<file path="src/rtl/pgown_pkg.sv">
package pgown_pkg;

    localparam int unsigned ASID_W  = 16;
    // guest frame bits of a 32-bit guest address with 4KB pages
    localparam int unsigned GFN_W   = 20;
    localparam int unsigned NUM_LVL = 4;
    localparam int unsigned LVL_W   = $clog2(NUM_LVL);
    localparam int unsigned PERM_W  = 2 * NUM_LVL;

    typedef enum logic [1:0] {
        FLT_NONE   = 2'd0,
        FLT_OWNER  = 2'd1,
        FLT_GFRAME = 2'd2,
        FLT_ACCESS = 2'd3
    } fault_e;

    typedef struct packed {
        logic              assigned;
        logic              locked;
        logic              validated;
        logic [ASID_W-1:0] asid;
        logic [GFN_W-1:0]  gfn;
        logic [PERM_W-1:0] perm;
    } page_entry_t;

    // bit 2*lvl is read permission, bit 2*lvl+1 is write permission
    function automatic logic perm_allows(input logic [PERM_W-1:0] perm,
                                         input logic [LVL_W-1:0]  lvl,
                                         input logic              wr);
        return perm[{lvl, wr}];
    endfunction

    function automatic fault_e classify(input page_entry_t       e,
                                        input logic              priv,
                                        input logic [ASID_W-1:0] asid,
                                        input logic [GFN_W-1:0]  gfn,
                                        input logic [LVL_W-1:0]  lvl,
                                        input logic              wr);
        fault_e f;
        if (!priv)
            f = FLT_NONE;
        else if (!e.assigned || (e.asid != asid))
            f = FLT_OWNER;
        else if (e.gfn != gfn)
            f = FLT_GFRAME;
        else if (!e.validated || !perm_allows(e.perm, lvl, wr))
            f = FLT_ACCESS;
        else
            f = FLT_NONE;
        return f;
    endfunction

endpackage

</file>
<file path="src/rtl/pgown_table.sv">
module pgown_table
    import pgown_pkg::*;
#(
    parameter  int unsigned NUM_PAGES = 16,
    localparam int unsigned IDX_W     = $clog2(NUM_PAGES)
) (
    input  logic              clk,
    input  logic              rst,
    input  logic              upd_valid,
    input  logic [IDX_W-1:0]  upd_idx,
    input  logic              upd_assign,
    input  logic              upd_lock,
    input  logic [ASID_W-1:0] upd_asid,
    input  logic [GFN_W-1:0]  upd_gfn,
    input  logic [PERM_W-1:0] upd_perm,
    output logic              upd_rsp,
    output logic              upd_rsp_err,
    input  logic              val_valid,
    input  logic [IDX_W-1:0]  val_idx,
    input  logic [ASID_W-1:0] val_asid,
    input  logic [GFN_W-1:0]  val_gfn,
    output logic              val_rsp,
    output logic              val_rsp_ok,
    input  logic [IDX_W-1:0]  rd_idx,
    output page_entry_t       rd_entry
);

    page_entry_t tbl [NUM_PAGES];

    logic upd_blocked;
    logic upd_fire;
    logic val_match;
    logic val_clash;
    logic val_fire;

    always_comb begin
        upd_blocked = tbl[upd_idx].locked;
        upd_fire    = upd_valid && !upd_blocked;
        val_match   = val_valid && tbl[val_idx].assigned
                      && (tbl[val_idx].asid == val_asid)
                      && (tbl[val_idx].gfn == val_gfn);
        val_clash   = upd_valid && (upd_idx == val_idx);
        val_fire    = val_match && !val_clash;
        rd_entry    = tbl[rd_idx];
    end

    always_ff @(posedge clk) begin
        if (rst) begin
            for (int i = 0; i < NUM_PAGES; i++)
                tbl[i] <= '0;
        end else begin
            for (int i = 0; i < NUM_PAGES; i++) begin
                if (upd_fire && (upd_idx == IDX_W'(i))) begin
                    if (upd_assign) begin
                        tbl[i].assigned  <= 1'b1;
                        tbl[i].locked    <= upd_lock;
                        tbl[i].validated <= 1'b0;
                        tbl[i].asid      <= upd_asid;
                        tbl[i].gfn       <= upd_gfn;
                        tbl[i].perm      <= upd_perm;
                    end else begin
                        tbl[i] <= '0;
                    end
                end else if (val_fire && (val_idx == IDX_W'(i))) begin
                    tbl[i].validated <= 1'b1;
                end
            end
        end
    end

    always_ff @(posedge clk) begin
        if (rst) begin
            upd_rsp     <= 1'b0;
            upd_rsp_err <= 1'b0;
            val_rsp     <= 1'b0;
            val_rsp_ok  <= 1'b0;
        end else begin
            upd_rsp     <= upd_valid;
            upd_rsp_err <= upd_valid && upd_blocked;
            val_rsp     <= val_valid;
            val_rsp_ok  <= val_fire;
        end
    end

    // a reported success leaves the page validated
    p_val_ok_sets_r5: assert property (@(posedge clk) disable iff (rst)
        val_rsp_ok |-> tbl[$past(val_idx)].validated);

    // an accepted assignment leaves the page owned but unvalidated
    p_assign_invalid_r11: assert property (@(posedge clk) disable iff (rst)
        (upd_valid && upd_assign && !tbl[upd_idx].locked)
        |=> (tbl[$past(upd_idx)].assigned && !tbl[$past(upd_idx)].validated));

    // a locked page refuses host changes and keeps its record
    p_locked_stable_r10: assert property (@(posedge clk) disable iff (rst)
        (upd_valid && tbl[upd_idx].locked)
        |=> (upd_rsp_err && (tbl[$past(upd_idx)] == $past(tbl[upd_idx]))));

    // host request wins over a validate to the same page
    p_clash_fails_r13: assert property (@(posedge clk) disable iff (rst)
        (val_valid && upd_valid && (val_idx == upd_idx)) |=> !val_rsp_ok);

    // response strobes follow their requests by one cycle
    p_upd_latency_r2: assert property (@(posedge clk) disable iff (rst)
        upd_valid |=> upd_rsp);
    p_val_latency_r2: assert property (@(posedge clk) disable iff (rst)
        val_valid |=> val_rsp);

endmodule

</file>
<file path="config.mk">
export PLATFORM = sky130hd
export DESIGN_NAME = pgown_table
export DESIGN_NICKNAME = d
export VERILOG_FILES = /design/src/rtl/pgown_pkg.sv /design/src/rtl/pgown_table.sv
export SDC_FILE = /design/constraint.sdc
export NUM_CORES = 1
export LEC_CHECK = 0
export BUFFER_PORTS_ARGS = -buffer_cell sky130_fd_sc_hd__buf_4
export CAP_MARGIN = 20
export CORE_AREA = 2 2 309 311
export DETAILED_ROUTE_END_ITERATION = 7
export DIE_AREA = 0 0 311 313
export GPL_TIMING_DRIVEN = 0
export SLEW_MARGIN = 15
export SYNTH_ARGS = -nofsm -noshare
export SYNTH_HDL_FRONTEND = slang
export SYNTH_SLANG_ARGS = --single-unit
</file>
<file path="constraint.sdc">
create_clock -name clk -period 5 [get_ports clk]
set_input_delay 0.75 -clock clk [delete_from_list [all_inputs] [get_ports clk]]
set_output_delay 0.75 -clock clk [all_outputs]
set_load 0.01 [all_outputs]
</file>
=== Word-level counts from Yosys, hierarchy flattened ===
Memory sizes are Yosys's and may differ from the RTL's.
Cells that the tools add are included.

* Eq/ne operators: 33
* Mux-type cells: 372
* Bitwise operators: 208
* Reduce and logical (&&, ||, !) cells: 43

{| class="wikitable"
|+ Operators by type and width
! operator !! number
|-
| two-way mux 20 bit || 32
|-
| two-way mux 16 bit || 32
|-
| two-way mux 1 bit || 276
|-
| two-way mux 8 bit || 32
|-
| OR 1 bit || 208
|-
| equality test 4 bit, second input constant || 16
|-
| logical AND 1 bit || 39
|-
| equality test 4 x 3 -> 1 bit, second input constant || 8
|-
| equality test 20 bit || 1
|-
| equality test 16 bit || 1
|-
| equality test 4 x 2 -> 1 bit, second input constant || 4
|-
| equality test 4 x 1 -> 1 bit, second input constant || 2
|-
| logical NOT 4 bit || 2
|-
| equality test 4 bit || 1
|-
| logical NOT 1 bit || 2
|}

* Register bits: 4
* Bits in writable memories: 752
* Logic and storage cells: 661
* Memories kept: 1

{| class="wikitable"
|+ Memory list
! memory !! depth !! width !! rd ports !! clocked after Yosys merged registers in !! write ports !! RTL line !! RTL
|-
| tbl || 16 || 47 || 3 || 0 || 16 || pgown_table.sv:28 || <nowiki>page_entry_t tbl [NUM_PAGES];</nowiki>
|}

=== Depth between registers and ports, before layout ===
An unclocked memory read counts as a cell.

* Depth after elaboration: 11
* Mapped depth: 15

=== Least setup slack after synthesis ===
OpenSTA, ideal clock, no wires.

* Kind: in2reg
* Start point: input port upd_idx[0]
* End point: memory tbl[0][44] in the netlist's numbering, enable pin
* Setup time: 0.304 ns
* Data arrival time: 3.704 ns
* Required time: 4.696 ns
* Slack: 0.992 ns
* Cell stages on the path: 10
* Buffers on the path: 2
* Cell sequence: clkbuf_1 -> mux4_2 -> mux4_2 -> nor2b_1 -> nor2b_1 -> nand2b_1 -> clkbuf_1 -> nor3_1 -> or2_2 -> o21bai_1

{| class="wikitable"
|+ RTL lines
! what !! RTL line !! RTL
|-
| from (decl) || pgown_table.sv:10 || <nowiki>input logic [IDX_W-1:0] upd_idx,</nowiki>
|-
| to (decl) || pgown_table.sv:28 ||
|}

==> results by group <==
Run status
  – Status: finished with violations
  – Failing checks: negative setup slack

Setup path
  – WS Path Type: primary input to flop
  – RR Endpoint: tbl[0][39]$_SDFFCE_PP0P_
  – Startpoint types: primary input
  – CP Capture Type: flop
  – RR Startpoint: tbl[15][45]$_SDFFCE_PP0P_
  – R2R depth: 9
  – CP Max Fanout: 10
  – Req. time, crit path: 5440 ps
  – CP arrival: 5580 ps
  – Reg-to-reg slack, setup: 770 ps

Logic synthesis
  – Post-Syn Area per Cell: 15.34 um2
  – YS warnings: 0
  – Post-synth EDFFs: 752
  – Register bit total from synthesis: 756
  – Top_reg_cell synth: edfxtp_1
  – Synthesized area: 40150 um2
  – Post-Syn Instances: 2618
  – Post-synth cell types: 67
  – Sequential share of the synthesized area: 0.5644
  – Async SR Flop Fraction: 0
  – Syn_nets: 2716

Power and ir drop
  – VDD IR max: 236.8 uV
  – PwrDens: 350.6 nW/um2
  – Part of the power in registers: 0.458
  – Comb pwr share: 0.144
  – Leakage: 0.01664 uW
  – Switching share of power: 0.2652
  – P_sw: 4318 uW
  – Int Power: 11960 uW
  – Clk pwr share: 0.397

Floorplan
  – Die width: 311 um
  – Row count: 113
  – Die height: 313 um
  – Area of the core: 94160 um2
  – Initial Utilization: 0.4264
  – I/O pin count: 149
  – Die Area: 97340 um2

GRT
  – Remaining Overflow, GRT: 0
  – First-pass GRT wire length: 232.4 mm
  – M1 GR Usage: 0.4593
  – Largest net degree at the start of global routing: 32
  – Vias in the first global route: 27693
  – Top Usage Layer GRT: met2
  – All-layer global routing usage: 0.3536
  – GR Util met2: 0.5364
  – GR Util met3: 0.09514
  – Initial antenna violation count: 17

Timing
  – Final Max Slew Viols: 0
  – Final clock skew: 33.14 ps
  – F_max: 0.1944 GHz
  – Relative slew slack: 0.1370
  – TNS Setup: -1007 ps
  – Final setup margin: -142.8 ps
  – Tmin final: 5143 ps
  – Final period utilization: 1.029
  – Final setup violation count: 18
  – Final Hold Viols: 0
  – Worst-margin pin slew: 1295 ps

Clock network
  – Post-CTS Hold Buffers: 0
  – H-tree depth: 3
  – Clk_lat worst skew: 680 ps
  – TritonCTS Buffers: 85
  – Clock slew at reported path FFs: 60 ps
  – Maximum clock path buffer count: 3
  – Root Driver: clkbuf_16
  – CTS tree: built
  – Clock sink count: 756

Place
  – Global placement routability congestion: 0.9975
  – Place WS: -1498 ps
  – DPL Wire Length: 115.9 mm
  – Port bufs: 138

Routing
  – Drt first pass iters: 6
  – Final wirelength: 173.8 mm
  – Post-DR vias/cell: 6.685
  – Post-DRT Antenna Nets: 0
  – 1st-iter DRT viols: 5147
  – Drt drc: 0
  – Average routed wire per standard cell: 41.19 um
  – Vias: 28196

Finish
  – Nets: 2976
  – Fillers: 8114
  – Layout cell share with drive strength beyond 1: 0.2689
  – P&R area growth vs syn: 15.65%

Job
  – Max Cap Violations: 0

Hold path
  – Worst hold start: upd_gfn[4]
  – Hold path cells: 2
  – Hold Path End: tbl[11][12]$_SDFFCE_PP0P_
  – Worst hold path type: primary input to flop
==> registers in the layout, summed over array words and instances (netlist names) <==
name         count
tbl            752
upd_rsp          1
upd_rsp_err      1
val_rsp          1
val_rsp_ok       1
==> what timing repair did <==
item / in CTS / in global routing
resized for setup: 16 / 16
setup buffers: 3 / 3
endpoints found under the setup margin: 33 / 22
pin swaps: 1 / 2
==> worst max-delay path by stage <==
| stage | startpoint | to | cells past startpoint |
|---|---|---|---|
| after floorplan | upd_idx[0] | tbl[0][44]$_SDFFCE_PN0P_ | 10 |
| after global placement | val_idx[2] | tbl[9][44]$_DFFE_PP_ | 12 |
| after detailed placement | val_idx[0] | tbl[9][44]$_DFFE_PP_ | 14 |
| after CTS | val_idx[3] | tbl[9][44]$_DFFE_PP_ | 13 |
| after global routing | val_idx[1] | tbl[9][44]$_DFFE_PP_ | 15 |
| final | val_idx[0] | tbl[0][44]$_SDFFCE_PN0P_ | 14 |
==> synth_stat cells, types with 15 or more instances <==
library cell | number | area (um2)
a21oi_1 | 17 | 85.08
a22oi_1 | 28 | 210.2
and2_1 | 724 | 4529
buf_1 | 18 | 67.56
buf_2 | 20 | 100.1
buf_4 | 20 | 150.1
clkbuf_1 | 170 | 638.1
edfxtp_1 | 752 | 22580
inv_1 | 17 | 63.81
mux2_2 | 22 | 247.7
mux2i_1 | 122 | 1221
mux4_2 | 345 | 7770
nand2_1 | 28 | 105.1
nand3_1 | 15 | 75.07
nand4_1 | 21 | 131.4
nor2_1 | 43 | 161.4
nor3_1 | 20 | 100.1
nor4_1 | 16 | 100.1
o21bai_1 | 16 | 120.1
o22ai_1 | 15 | 93.84
or2_2 | 18 | 112.6
xnor2_1 | 19 | 166.4
xor2_1 | 16 | 140.1
==> per-layer routing <==
layer  vias to the layer above  share of wire
met3                       505           0.14
met5                         -        0.00041
met1                     14641           0.35
li1                      10637              -
met2                      2403           0.45
met4                        10          0.067
==> stage by stage <==
step / power (uW) / hold WS (ps) / std cells / utilization / area (um2)
after floorplan: 8712 / 878.2 / 2618 / - / 40150
after global placement: 9751 / 1071 / 4021 / 0.4542 / 42770
after detailed placement: 9841 / 1077 / 4049 / 0.4613 / 43430
after CTS: 16170 / 381.2 / 4206 / 0.4919 / 46320
after global routing: 16530 / 425.9 / 4213 / 0.4930 / 46420
final: 16280 / 404.8 / 4218 / 0.4932 / 46440
==> power by group through the flow <==
stage / logic, uW / registers (uW) / clock network [uW]
after global placement: 2180 / 7570 / 0
after global routing: 2370 / 7480 / 6670
after detailed placement: 2260 / 7580 / 0
after floorplan: 1190 / 7520 / 0
after CTS: 2280 / 7450 / 6440
final: 2350 / 7460 / 6470
==> cells in the final DEF, fill, tap and decap left out, types with 16 or more instances in the layout <==
cell type    n
a21oi_1     17
or2_4       16
mux2i_1    119
clkbuf_1   174
nand2_1     28
nor2_1      28
buf_2       24
buf_6       23
edfxtp_1   752
nor3_1      18
clkbuf_16   87
mux4_2     345
xor2_1      16
clkinv_2    16
a22oi_1     28
nand4_1     21
xnor2_1     18
buf_4      161
o21bai_1    16
inv_1       17
nor4_1      16
mux2_2      22
and2_1     724
==> final cells by class <==
class	instances	area, um2	area share
inverters	18	68.82	0.001482
plain buffers	237	1156	0.02490
multi-input cells	1606	16520	0.3557
repair buffers	174	1642	0.03535
diodes	8	20.02	0.0004311
well taps	1265	1583	0.03408
clock inverters	48	539.3	0.01161
flip-flops and latches	756	22660	0.4880
clock buffers	106	2248	0.04842
==> worst max-delay path, stage by stage <==
cell	delay (ps)
buf_4	170
buf_6	190
buf_4	400
nor2b_1	1010
clkbuf_1	790
a22oi_1	210
nand2_1	120
xor2_1	370
a41oi_1	240
nor4_4	390
buf_4	190
nand4_4	140
buf_6	210
nor4_1	360
==> cell families (layout without fill, tap and decap cells) <==
group                  Yosys count  count (layout)  share of synthesized area
other                            0               8                          0
AO/OA/AOI/OAI                  148             148                    0.02761
buffers and inverters          256             583                    0.02829
flip-flops                     756             756                     0.5644
multiplexers                   493             493                     0.2312
AND/OR/NAND/NOR                930             930                     0.1409
XOR/XNOR                        35              35                   0.007634
Power figures use the tool's default switching activity.
